==> src/rtl/lct_pkg.sv <==
package lct_pkg;

    localparam int REG_W = 32;

    localparam logic MODE_SYS  = 1'b0;
    localparam logic MODE_USER = 1'b1;

    localparam logic [2:0] OFS_LIM_CLR = 3'd0;
    localparam logic [2:0] OFS_COUNT   = 3'd1;
    localparam logic [2:0] OFS_LIM_KEEP = 3'd2;
    localparam logic [2:0] OFS_RUN     = 3'd3;
    localparam logic [2:0] OFS_MODE    = 3'd4;

    localparam logic [REG_W-2:0] LIM_MAX = '1;

    // Zero means "largest limit"; otherwise drop the top bit.
    function automatic logic [REG_W-2:0] fix_limit(input logic [REG_W-1:0] v);
        return (v == '0) ? LIM_MAX : v[REG_W-2:0];
    endfunction

endpackage

==> src/rtl/lct_presc.sv <==
module lct_presc #(
    parameter int DIV = 1
) (
    input  logic clk,
    input  logic rst,
    input  logic tick_en,
    input  logic clr,
    output logic adv
);

    generate
        if (DIV <= 1) begin : g_pass
            assign adv = tick_en & ~clr;
        end else begin : g_div
            localparam int PH_W = $clog2(DIV);
            localparam logic [PH_W-1:0] PH_LAST = PH_W'(DIV - 1);

            logic [PH_W-1:0] ph_d, ph_q;

            always_comb begin
                ph_d = ph_q;
                if (clr) begin
                    ph_d = '0;
                end else if (tick_en) begin
                    ph_d = (ph_q == PH_LAST) ? '0 : ph_q + 1'b1;
                end
            end

            always_ff @(posedge clk) begin
                if (rst) ph_q <= '0;
                else     ph_q <= ph_d;
            end

            assign adv = tick_en & ~clr & (ph_q == PH_LAST);
        end
    endgenerate

    // An advance is only ever produced by a tick pulse.
    p_adv_from_tick_r13: assert property (@(posedge clk) disable iff (rst)
        adv |-> tick_en);

endmodule

==> src/rtl/lct_decode.sv <==
module lct_decode
    import lct_pkg::*;
#(
    parameter int SHIFT = 9,
    parameter int LO_W  = REG_W - 1 - SHIFT,
    parameter int CNT_W = LO_W + REG_W - 1
) (
    input  logic             rd_en,
    input  logic             wr_en,
    input  logic [4:0]       addr,
    input  logic             mode,
    input  logic [REG_W-2:0] lim,
    input  logic [CNT_W-1:0] cnt,
    input  logic             reached,
    input  logic             run,
    output logic             lim_wr,
    output logic             clr_cnt,
    output logic             ack,
    output logic             run_wr,
    output logic             mode_wr,
    output logic [REG_W-1:0] rdata
);

    logic [2:0] ofs;
    logic       unused_lsb;

    assign ofs        = addr[4:2];
    assign unused_lsb = ^addr[1:0];

    always_comb begin
        lim_wr  = wr_en && (ofs == OFS_LIM_CLR || ofs == OFS_LIM_KEEP);
        ack     = rd_en && (ofs == OFS_LIM_CLR) && (mode == MODE_SYS);
        clr_cnt = (wr_en && ofs == OFS_LIM_CLR) || ack;
        run_wr  = wr_en && (ofs == OFS_RUN);
        mode_wr = wr_en && (ofs == OFS_MODE);
    end

    always_comb begin
        rdata = '0;
        case (ofs)
            OFS_LIM_CLR: begin
                if (mode == MODE_SYS) rdata[REG_W-2:0] = lim;
                else                  rdata[REG_W-2:0] = cnt[CNT_W-1:LO_W];
            end
            OFS_COUNT: begin
                rdata[REG_W-1]       = reached;
                rdata[REG_W-2:SHIFT] = cnt[LO_W-1:0];
            end
            OFS_RUN:  rdata[0] = run;
            OFS_MODE: rdata[0] = mode;
            default:  rdata = '0;
        endcase
    end

endmodule

==> src/rtl/lct_core.sv <==
module lct_core
    import lct_pkg::*;
#(
    parameter int SHIFT      = 9,
    parameter int SYS_TIMER  = 0,
    parameter int RESET_MODE = 0,
    parameter int LO_W       = REG_W - 1 - SHIFT,
    parameter int CNT_W      = LO_W + REG_W - 1
) (
    input  logic             clk,
    input  logic             rst,
    input  logic             adv,
    input  logic             clr_cnt,
    input  logic             ack,
    input  logic             lim_wr,
    input  logic             run_wr,
    input  logic             mode_wr,
    input  logic [REG_W-1:0] wdata,
    output logic [REG_W-2:0] lim,
    output logic [CNT_W-1:0] cnt,
    output logic             reached,
    output logic             run,
    output logic             mode,
    output logic             irq
);

    typedef struct packed {
        logic [REG_W-2:0] lim;
        logic [CNT_W-1:0] cnt;
        logic             reached;
        logic             irq;
        logic             run;
        logic             mode;
    } state_t;

    localparam logic MODE_LOCKED = (SYS_TIMER != 0);
    localparam logic MODE_RST    = (RESET_MODE != 0);

    state_t          s_d, s_q;
    logic            mode_chg;
    logic [LO_W:0]   nxt_lo;
    logic [LO_W:0]   lim_ticks;

    assign lim_ticks = {1'b0, s_q.lim[REG_W-2:SHIFT]};
    assign nxt_lo    = {1'b0, s_q.cnt[LO_W-1:0]} + 1'b1;
    assign mode_chg  = mode_wr && !MODE_LOCKED && (wdata[0] != s_q.mode);

    always_comb begin
        s_d = s_q;
        if (lim_wr)                  s_d.lim  = fix_limit(wdata);
        if (run_wr)                  s_d.run  = wdata[0];
        if (mode_wr && !MODE_LOCKED) s_d.mode = wdata[0];

        if (clr_cnt || mode_chg) begin
            s_d.cnt = '0;
        end else if (adv) begin
            if (s_q.mode == MODE_SYS) begin
                if (nxt_lo >= lim_ticks) begin
                    s_d.cnt     = '0;
                    s_d.reached = 1'b1;
                    s_d.irq     = 1'b1;
                end else begin
                    s_d.cnt = CNT_W'(nxt_lo[LO_W-1:0]);
                end
            end else if (s_q.run) begin
                s_d.cnt = s_q.cnt + 1'b1;
            end
        end

        if (ack) begin
            s_d.reached = 1'b0;
            s_d.irq     = 1'b0;
        end
    end

    always_ff @(posedge clk) begin
        if (rst) begin
            s_q.lim     <= LIM_MAX;
            s_q.cnt     <= '0;
            s_q.reached <= 1'b0;
            s_q.irq     <= 1'b0;
            s_q.run     <= 1'b1;
            s_q.mode    <= MODE_RST;
        end else begin
            s_q <= s_d;
        end
    end

    assign lim     = s_q.lim;
    assign cnt     = s_q.cnt;
    assign reached = s_q.reached;
    assign run     = s_q.run;
    assign mode    = s_q.mode;
    assign irq     = s_q.irq;

    // A rising interrupt comes with the flag set and a wrapped count.
    p_hit_wraps_r3: assert property (@(posedge clk) disable iff (rst)
        $rose(s_q.irq) |-> (s_q.reached && s_q.cnt == '0));

    p_clear_count_r4: assert property (@(posedge clk) disable iff (rst)
        clr_cnt |=> (s_q.cnt == '0));

    p_ack_drops_r7: assert property (@(posedge clk) disable iff (rst)
        ack |=> (!s_q.irq && !s_q.reached));

    p_user_no_irq_r8: assert property (@(posedge clk) disable iff (rst)
        (s_q.mode == MODE_USER) |=> !$rose(s_q.irq));

    p_frozen_r9: assert property (@(posedge clk) disable iff (rst)
        (s_q.mode == MODE_USER && !s_q.run && !clr_cnt && !mode_wr) |=> $stable(s_q.cnt));

    generate
        if (SYS_TIMER != 0) begin : g_locked_chk
            p_mode_locked_r10: assert property (@(posedge clk) disable iff (rst)
                mode_wr |=> $stable(s_q.mode));
        end
    endgenerate

endmodule

==> src/rtl/lct_timer.sv <==
module lct_timer
    import lct_pkg::*;
#(
    parameter int SYS_TIMER  = 0,
    parameter int RESET_MODE = 0,
    parameter int SHIFT      = 9,
    parameter int PRESC_DIV  = 1
) (
    input  logic        clk,
    input  logic        rst,
    input  logic        tick_en,
    input  logic        rd_en,
    input  logic        wr_en,
    input  logic [4:0]  addr,
    input  logic [31:0] wdata,
    output logic [31:0] rdata,
    output logic        irq
);

    localparam int LO_W  = REG_W - 1 - SHIFT;
    localparam int CNT_W = LO_W + REG_W - 1;

    logic             adv, clr_cnt, ack, lim_wr, run_wr, mode_wr;
    logic [REG_W-2:0] lim;
    logic [CNT_W-1:0] cnt;
    logic             reached, run, mode;

    lct_presc #(.DIV(PRESC_DIV)) u_presc (
        .clk     (clk),
        .rst     (rst),
        .tick_en (tick_en),
        .clr     (clr_cnt),
        .adv     (adv)
    );

    lct_decode #(.SHIFT(SHIFT), .LO_W(LO_W), .CNT_W(CNT_W)) u_decode (
        .rd_en   (rd_en),
        .wr_en   (wr_en),
        .addr    (addr),
        .mode    (mode),
        .lim     (lim),
        .cnt     (cnt),
        .reached (reached),
        .run     (run),
        .lim_wr  (lim_wr),
        .clr_cnt (clr_cnt),
        .ack     (ack),
        .run_wr  (run_wr),
        .mode_wr (mode_wr),
        .rdata   (rdata)
    );

    lct_core #(
        .SHIFT      (SHIFT),
        .SYS_TIMER  (SYS_TIMER),
        .RESET_MODE (RESET_MODE),
        .LO_W       (LO_W),
        .CNT_W      (CNT_W)
    ) u_core (
        .clk     (clk),
        .rst     (rst),
        .adv     (adv),
        .clr_cnt (clr_cnt),
        .ack     (ack),
        .lim_wr  (lim_wr),
        .run_wr  (run_wr),
        .mode_wr (mode_wr),
        .wdata   (wdata),
        .lim     (lim),
        .cnt     (cnt),
        .reached (reached),
        .run     (run),
        .mode    (mode),
        .irq     (irq)
    );

    // The zero field below the count never shows data.
    always_comb begin
        if (!rst && addr[4:2] == OFS_COUNT)
            a_low_zero_r2: assert (rdata[SHIFT-1:0] == '0);
    end

endmodule

==> config.mk <==
export PLATFORM = sky130hd
export DESIGN_NAME = lct_timer
export DESIGN_NICKNAME = d
export VERILOG_FILES = /design/src/rtl/lct_pkg.sv /design/src/rtl/lct_presc.sv /design/src/rtl/lct_decode.sv /design/src/rtl/lct_core.sv /design/src/rtl/lct_timer.sv
export SDC_FILE = /design/constraint.sdc
export NUM_CORES = 1
export LEC_CHECK = 0
export BUFFER_PORTS_ARGS = -buffer_cell sky130_fd_sc_hd__buf_2
export CORE_MARGIN = 3
export CORE_UTILIZATION = 29
export CTS_CLUSTER_DIAMETER = 100
export CTS_CLUSTER_SIZE = 25
export DETAILED_ROUTE_END_ITERATION = 12
export SLEW_MARGIN = 20
export SYNTH_ARGS = -nofsm -noshare
export SYNTH_HDL_FRONTEND = slang
export SYNTH_SLANG_ARGS = --single-unit
==> constraint.sdc <==
create_clock -name clk -period 9.7 [get_ports clk]
set_input_delay 1.94 -clock clk [delete_from_list [all_inputs] [get_ports clk]]
set_output_delay 1.94 -clock clk [all_outputs]
set_load 0.05 [all_outputs]
==> qor.yml, run 1 <==
outcome:
  outcome: "completed"
yosys:
  yosys.area_share.simple_pct: 24.9
  syn_inst: 645
  synth_top_family_by_area: "simple AND/OR/NAND/NOR gates"
  yosys.area_share.adder_pct: 5.58
  synth_async_sr_flop_share_pct: 0
  synth_compound_area_share_pct: 17.0
  ys_seq_area_share_pct: 33.8
  synth_xor_area_share_pct: 6.45
  synth_edf_count: 0
  synthesis.nets: 710
  synthFlopType: "dfxtp_1"
  netlist_area_mm2: 0.00516
  syn_area_per_cell_um2: 8.00
  synth_mux_area_share_pct: 6.40
  synth_warnings: 0
  yosysUniqueCellTypes: 54
  ys_ff_latch: 87
pwr:
  power.leakage_uw: 0.00241
  clkPwrFrac_pct: 45.4
  seqPwrFrac_pct: 43.7
  internal-power_uw: 624
  p_sw_uw: 216
  combinationalPowerShare_pct: 10.8
  ir_drop_mv: 0.0841
  p_per_area_mw_per_mm2: 139
  power_uw: 840
  p_sw_share_pct: 25.7
clocking:
  clock_latency_ps: 350
  cts_tree: "done"
  clk_pin_slew_worst_paths_ps: 60
  htree_num_levels: 3
  cts_sinks: 87
  cts_root_buf: "clkbuf_16"
  hold_buffers: 0
  post-cts-setup-buffers: 0
  ctsResizeCount: 0
  ctsLongestPathBuffers: 2
  cts_made_buffers: 9
placement:
  portBuffers: 72
  hpwl_um: 11100
  place_ws_ps: 3850
  gp_congestion: 0.845
  placed_cells: 909
sta:
  tightest_slew_ps: 1060
  finalSetupViolCount: 0
  hold_slack_ps: 458
  min_period_over_period_pct: 61.0
  tns_ps: 0
  relSlewSlack_pct: 29.4
  timing.fmax_mhz: 169
  finClkSkew_ps: 7.50
  slew_viol_final: 0
  hold_viol_final: 0
  setup_ws_ps: 3780
  fin_crit_ps: 5920
  rsz0062_at_grt: "false"
worst_setup_path:
  reg2reg_from: "u_core.cnt[0]"
  worstSetupPathType: "in -> out"
  worstSetupEndpointType: "output pin"
  crit_required_ps: 7760
  reg2reg_to: "u_core.cnt[16]"
  reg2reg_slack_ps: 5230
  worstPathArrival_ps: 3980
  path_max_fanout: 30
  r2r_cells: 12
  crit_path_start_kind: "input port"
die:
  core_area_mm2: 0.0174
  dieArea_mm2: 0.0194
  io_pins: 75
  rows: 48
  die_h_um: 139
  fp.dieW_um: 139
  initial_utilization_pct: 29.7
cells_and_area:
  antenna_cells: 0
  n_fill_cell: 1796
  final_cells: 925
  drive_gt1_share_pct: 15.4
  final_net_count: 760
  syn2layout_area_growth_pct: 17.2
grt:
  grt_first_pass_wirelength_um: 24600
  antenna_found_initial: 1
  overflow: 0
  grt_max_degree: 42
  grt_use_total_pct: 15.6
  grt_pass1_vias: 4564
detailed_routing:
  final_antenna_net_count: 0
  viasPerCell: 5.27
  drt-total-wl_um: 15200
  drc: 0
  firstDrtPassIters: 5
  wl_per_cell_um: 16.4
  detail_route.iter0.violations: 383
  vias: 4874
min_path:
  min_from: "u_core.irq"
  min_path_cells: 2
  worstHoldPathType: "reg -> reg"
  min_to: "u_core.irq"
job:
  drv_cap: 0
==> through the flow <==
stage / instance area, µm² / util (%)
6_report: 6050 / 34.8
5_1_grt: 6050 / 34.8
4_1_cts: 6050 / 34.8
3_5_place_dp: 5720 / 33.0
3_3_place_gp: 5720 / 33.0
2_1_floorplan: 5160 / -
==> power by group through the flow <==
stage                     clock, µW  combinational, µW  sequential [µW]
final                           381               91.1              367
after global routing            402               98.7              368
after floorplan                   0               59.7              374
after detailed placement          0               90.6              375
after CTS                       384               90.9              367
after global placement            0               90.2              375
==> cell type report <==
type                       count  area, µm²  area share [%]
inverter                      38        143            2.36
tap                          225        282            4.66
sequential                    87       1740            28.8
timing repair buffer          79        413            6.83
multi-input combinational    480       3140            52.0
clock buffer                  11        243            4.01
clock inverter                 5       81.3            1.35
==> per-layer routing <==
layer  GRT usage [%]  wire, µm  vias to the layer above
met5               0        13                        -
met4            3.76       129                        2
met3            3.75      1030                       11
met2            22.5      6340                      153
met1            23.3      7670                     2291
li1                -         -                     2417
==> critical path: stages <==
cell,delay (ps)
buf_2,130
nor2_1,270
nand2_1,690
o21ai_0,600
buf_2,350
==> cell families after synthesis <==
group                    Yosys count
adder cells (fa/ha/maj)           23
AND/OR/NAND/NOR                  248
AO/OA/AOI/OAI                    138
XOR/XNOR                          38
flip-flops                        87
multiplexers                      33
buffers and inverters             78
==> registers in the layout, indices dropped and copies added (netlist names) <==
register     count
u_core.cnt      53
u_core.lim      31
u_core.irq       1
u_core.mode      1
u_core.run       1
==> worst max-delay path by stage <==
stage,startpoint,endpoint,slack (ps),depth (start not counted)
finish,addr[3],rdata[15],3780,5
CTS,addr[3],rdata[15],3840,5
global placement,addr[3],rdata[15],3840,5
floorplan,addr[3],rdata[18],4220,4
detailed placement,addr[3],rdata[15],3850,5
global route,addr[3],rdata[28],3680,5
==> cells in the mapped netlist, drive strengths merged, types with 4 or more instances <==
master | instances | share of area (%)
nand3 | 29 | 2.8
nand2 | 57 | 4.1
o211ai | 4 | 0.58
a32o | 13 | 2.5
o21ai | 44 | 4.3
mux2i | 33 | 6.4
ha | 23 | 5.6
nor2 | 45 | 3.3
o22ai | 31 | 3.8
xor2 | 8 | 1.4
nor4 | 13 | 1.6
nand2b | 32 | 3.9
nand4 | 20 | 2.7
buf | 7 | 0.78
a21oi | 23 | 2.2
dfxtp | 87 | 34
nor3 | 18 | 1.7
and4 | 4 | 0.73
xnor2 | 30 | 5.1
clkbuf | 33 | 2.4
inv | 38 | 2.8
or3 | 16 | 2.0
==> cell usage in the layout (no fill, tap or decap), types with 14 or more instances in the layout <==
master    Yosys  layout
a21oi_1      23      23
nand4_1      19      19
ha_1         23      23
o21ai_0      44      42
nor2_1       45      45
nor3_1       18      17
buf_2         2      72
xnor2_1      30      30
mux2i_1      33      33
nand2_1      57      57
nand3_1      29      29
nand2b_1     32      32
dfxtp_1      87      86
o22ai_1      31      31
or3_1        14      14
inv_1        38      38
Power figures use the tool's default switching activity.
==> run 2: changes to the inputs <==
- clock period: 9.7 -> 5.2 ns (I/O delays scaled with it)
==> qor.yml, run 2 (same netlist as run 1, synthesis figures left out) <==
cells_and_area:
  antenna_cells: 0
  largest_reg_flops: 53
  final_cell_mix: "dfxtp_1, buf_2, nand2_1, nor2_1, o21ai_0"
  drive_gt1_share_pct: 15.7
  register_area_mm2: 0.00174
  multi_input_area_mm2: 0.00314
  largest_register: "u_core.cnt"
  syn2layout_area_growth_pct: 17.7
  finalCoreUtilization_pct: 35.0
  top_regs: "u_core.cnt x53, u_core.lim x31"
  layout_commonest_cell: "dfxtp_1"
  final_net_count: 761
  n_fill_cell: 1812
detailed_routing:
  vias: 4849
  viasPerCell: 5.24
  firstDrtPassIters: 5
  drc: 0
  final_antenna_net_count: 0
  wl_per_cell_um: 16.6
  detail_route.iter0.violations: 370
  drt-total-wl_um: 15400
clocking:
  htree_num_levels: 3
  cts_tree: "done"
  hold_buffers: 0
  clk_pin_slew_worst_paths_ps: 70
  post-cts-setup-buffers: 0
  cts_made_buffers: 9
  cts_sinks: 87
  cts_root_buf: "clkbuf_16"
  clock_latency_ps: 350
  ctsLongestPathBuffers: 2
  ctsResizeCount: 0
worst_setup_path:
  max_stage_delay_ps: 860
  crit_slowest_cell: "o2111a_1"
  path_max_fanout: 25
  crit_required_ps: 5470
  crit_path_start_kind: "register"
  reg2reg_slack_ps: 790
  worstPathArrival_ps: 4670
  worstSetupPathType: "reg -> reg"
  worstSetupEndpointType: "register"
  cp_cell_sequence: "ha_1 -> nand4_1 -> or3_1 -> or3_1 -> xnor2_1 -> ha_1 -> nand3_1 -> nor4_1 -> a221oi_1 -> o2111a_1 -> nand2_1 -> o211ai_1"
pwr:
  internal-power_uw: 1200
  p_per_area_mw_per_mm2: 266
  clkPwrFrac_pct: 47.1
  p_sw_share_pct: 25.7
  combinationalPowerShare_pct: 10.5
  power.leakage_uw: 0.00242
  seqPwrFrac_pct: 42.4
  ir_drop_mv: 0.165
  p_sw_uw: 416
sta:
  tns_ps: 0
  finalSetupViolCount: 0
  min_period_over_period_pct: 84.7
  slew_viol_final: 0
  tightest_slew_ps: 1070
  hold_viol_final: 0
  relSlewSlack_pct: 28.8
  rsz0062_at_grt: "false"
  timing.fmax_mhz: 227
  fin_crit_ps: 4410
  finClkSkew_ps: 9.72
grt:
  grt_pass1_vias: 4446
  grt_use_total_pct: 15.6
  met3_usage_pct: 3.54
  overflow: 0
  grtUsageMet2_pct: 23.0
  grt_max_degree: 41
  busiest_layer: "met1"
  grt_first_pass_wirelength_um: 24400
  grt_use_met1_pct: 23.0
  antenna_found_initial: 0
die:
  initial_utilization_pct: 29.7
  die_h_um: 139
  io_pins: 75
  rows: 48
  dieArea_mm2: 0.0194
  fp.dieW_um: 139
  core_area_mm2: 0.0174
job:
  drv_cap: 0
placement:
  hpwl_um: 11100
  gp_congestion: 0.911
  portBuffers: 72
outcome:
  outcome: "completed"
min_path:
  worstHoldPathType: "reg -> reg"
-- run 2: cell count changes in the layout (fill, tap and decap cells not counted), sizes merged --
cell	delta
buf	+1
bufinv	+1
clkbuf	-2
inv	+1
-- run 2: per-layer routing --
layer	wire length, µm	vias up
li1	-	2419
met1	7650	2263
met2	6500	155
met3	1050	12
met4	174	0
met5	0	-
-- run 2: worst paths after layout --
kind | start | to | cells past startpoint
setup / recovery | u_core.cnt[0] | u_core.cnt[8] | 12
hold / removal | u_core.irq | u_core.irq | 2
setup reg to reg | u_core.cnt[0] | u_core.cnt[8] | 12
hold reg to reg | u_core.irq | u_core.irq | 2
-- run 2: power by group through the flow --
stage	combinational (µW)	sequential [µW]	clock, µW
global placement	168	700	0
global route	184	686	798
floorplan	111	697	0
CTS	169	685	772
finish	170	685	762
detailed placement	169	700	0
-- run 2: stage by stage --
stage               std cells  cell area, µm²  hold WS (ps)  setup WS [ps]  total power [µW]
global placement          910            5730           448            893               868
finish                    926            6070           464            794              1620
detailed placement        910            5730           457            857               869
global route              926            6070           507            279              1670
CTS                       926            6070           468            820              1630
floorplan                 645            5160           458           1520               808
-- run 2: final cells by class --
| type | instances | share of cell area [%] |
|---|---|---|
| repair buffers | 80 | 6.92 |
| well taps | 225 | 4.63 |
| clock buffers | 9 | 3.71 |
| multi-input cells | 480 | 51.7 |
| inverters | 38 | 2.35 |
| flip-flops and latches | 87 | 28.7 |
| clock inverters | 7 | 1.98 |
-- run 2: critical path: cells and delay by family, from the launching register on --
kind                       cells  cell delay [ps]
AOI/OAI and AO/OA              3             1450
xor gates and xnor gates       1              210
adders and majority gates      2              590
DFF                            1              470
and+or+nand+nor                6             1610
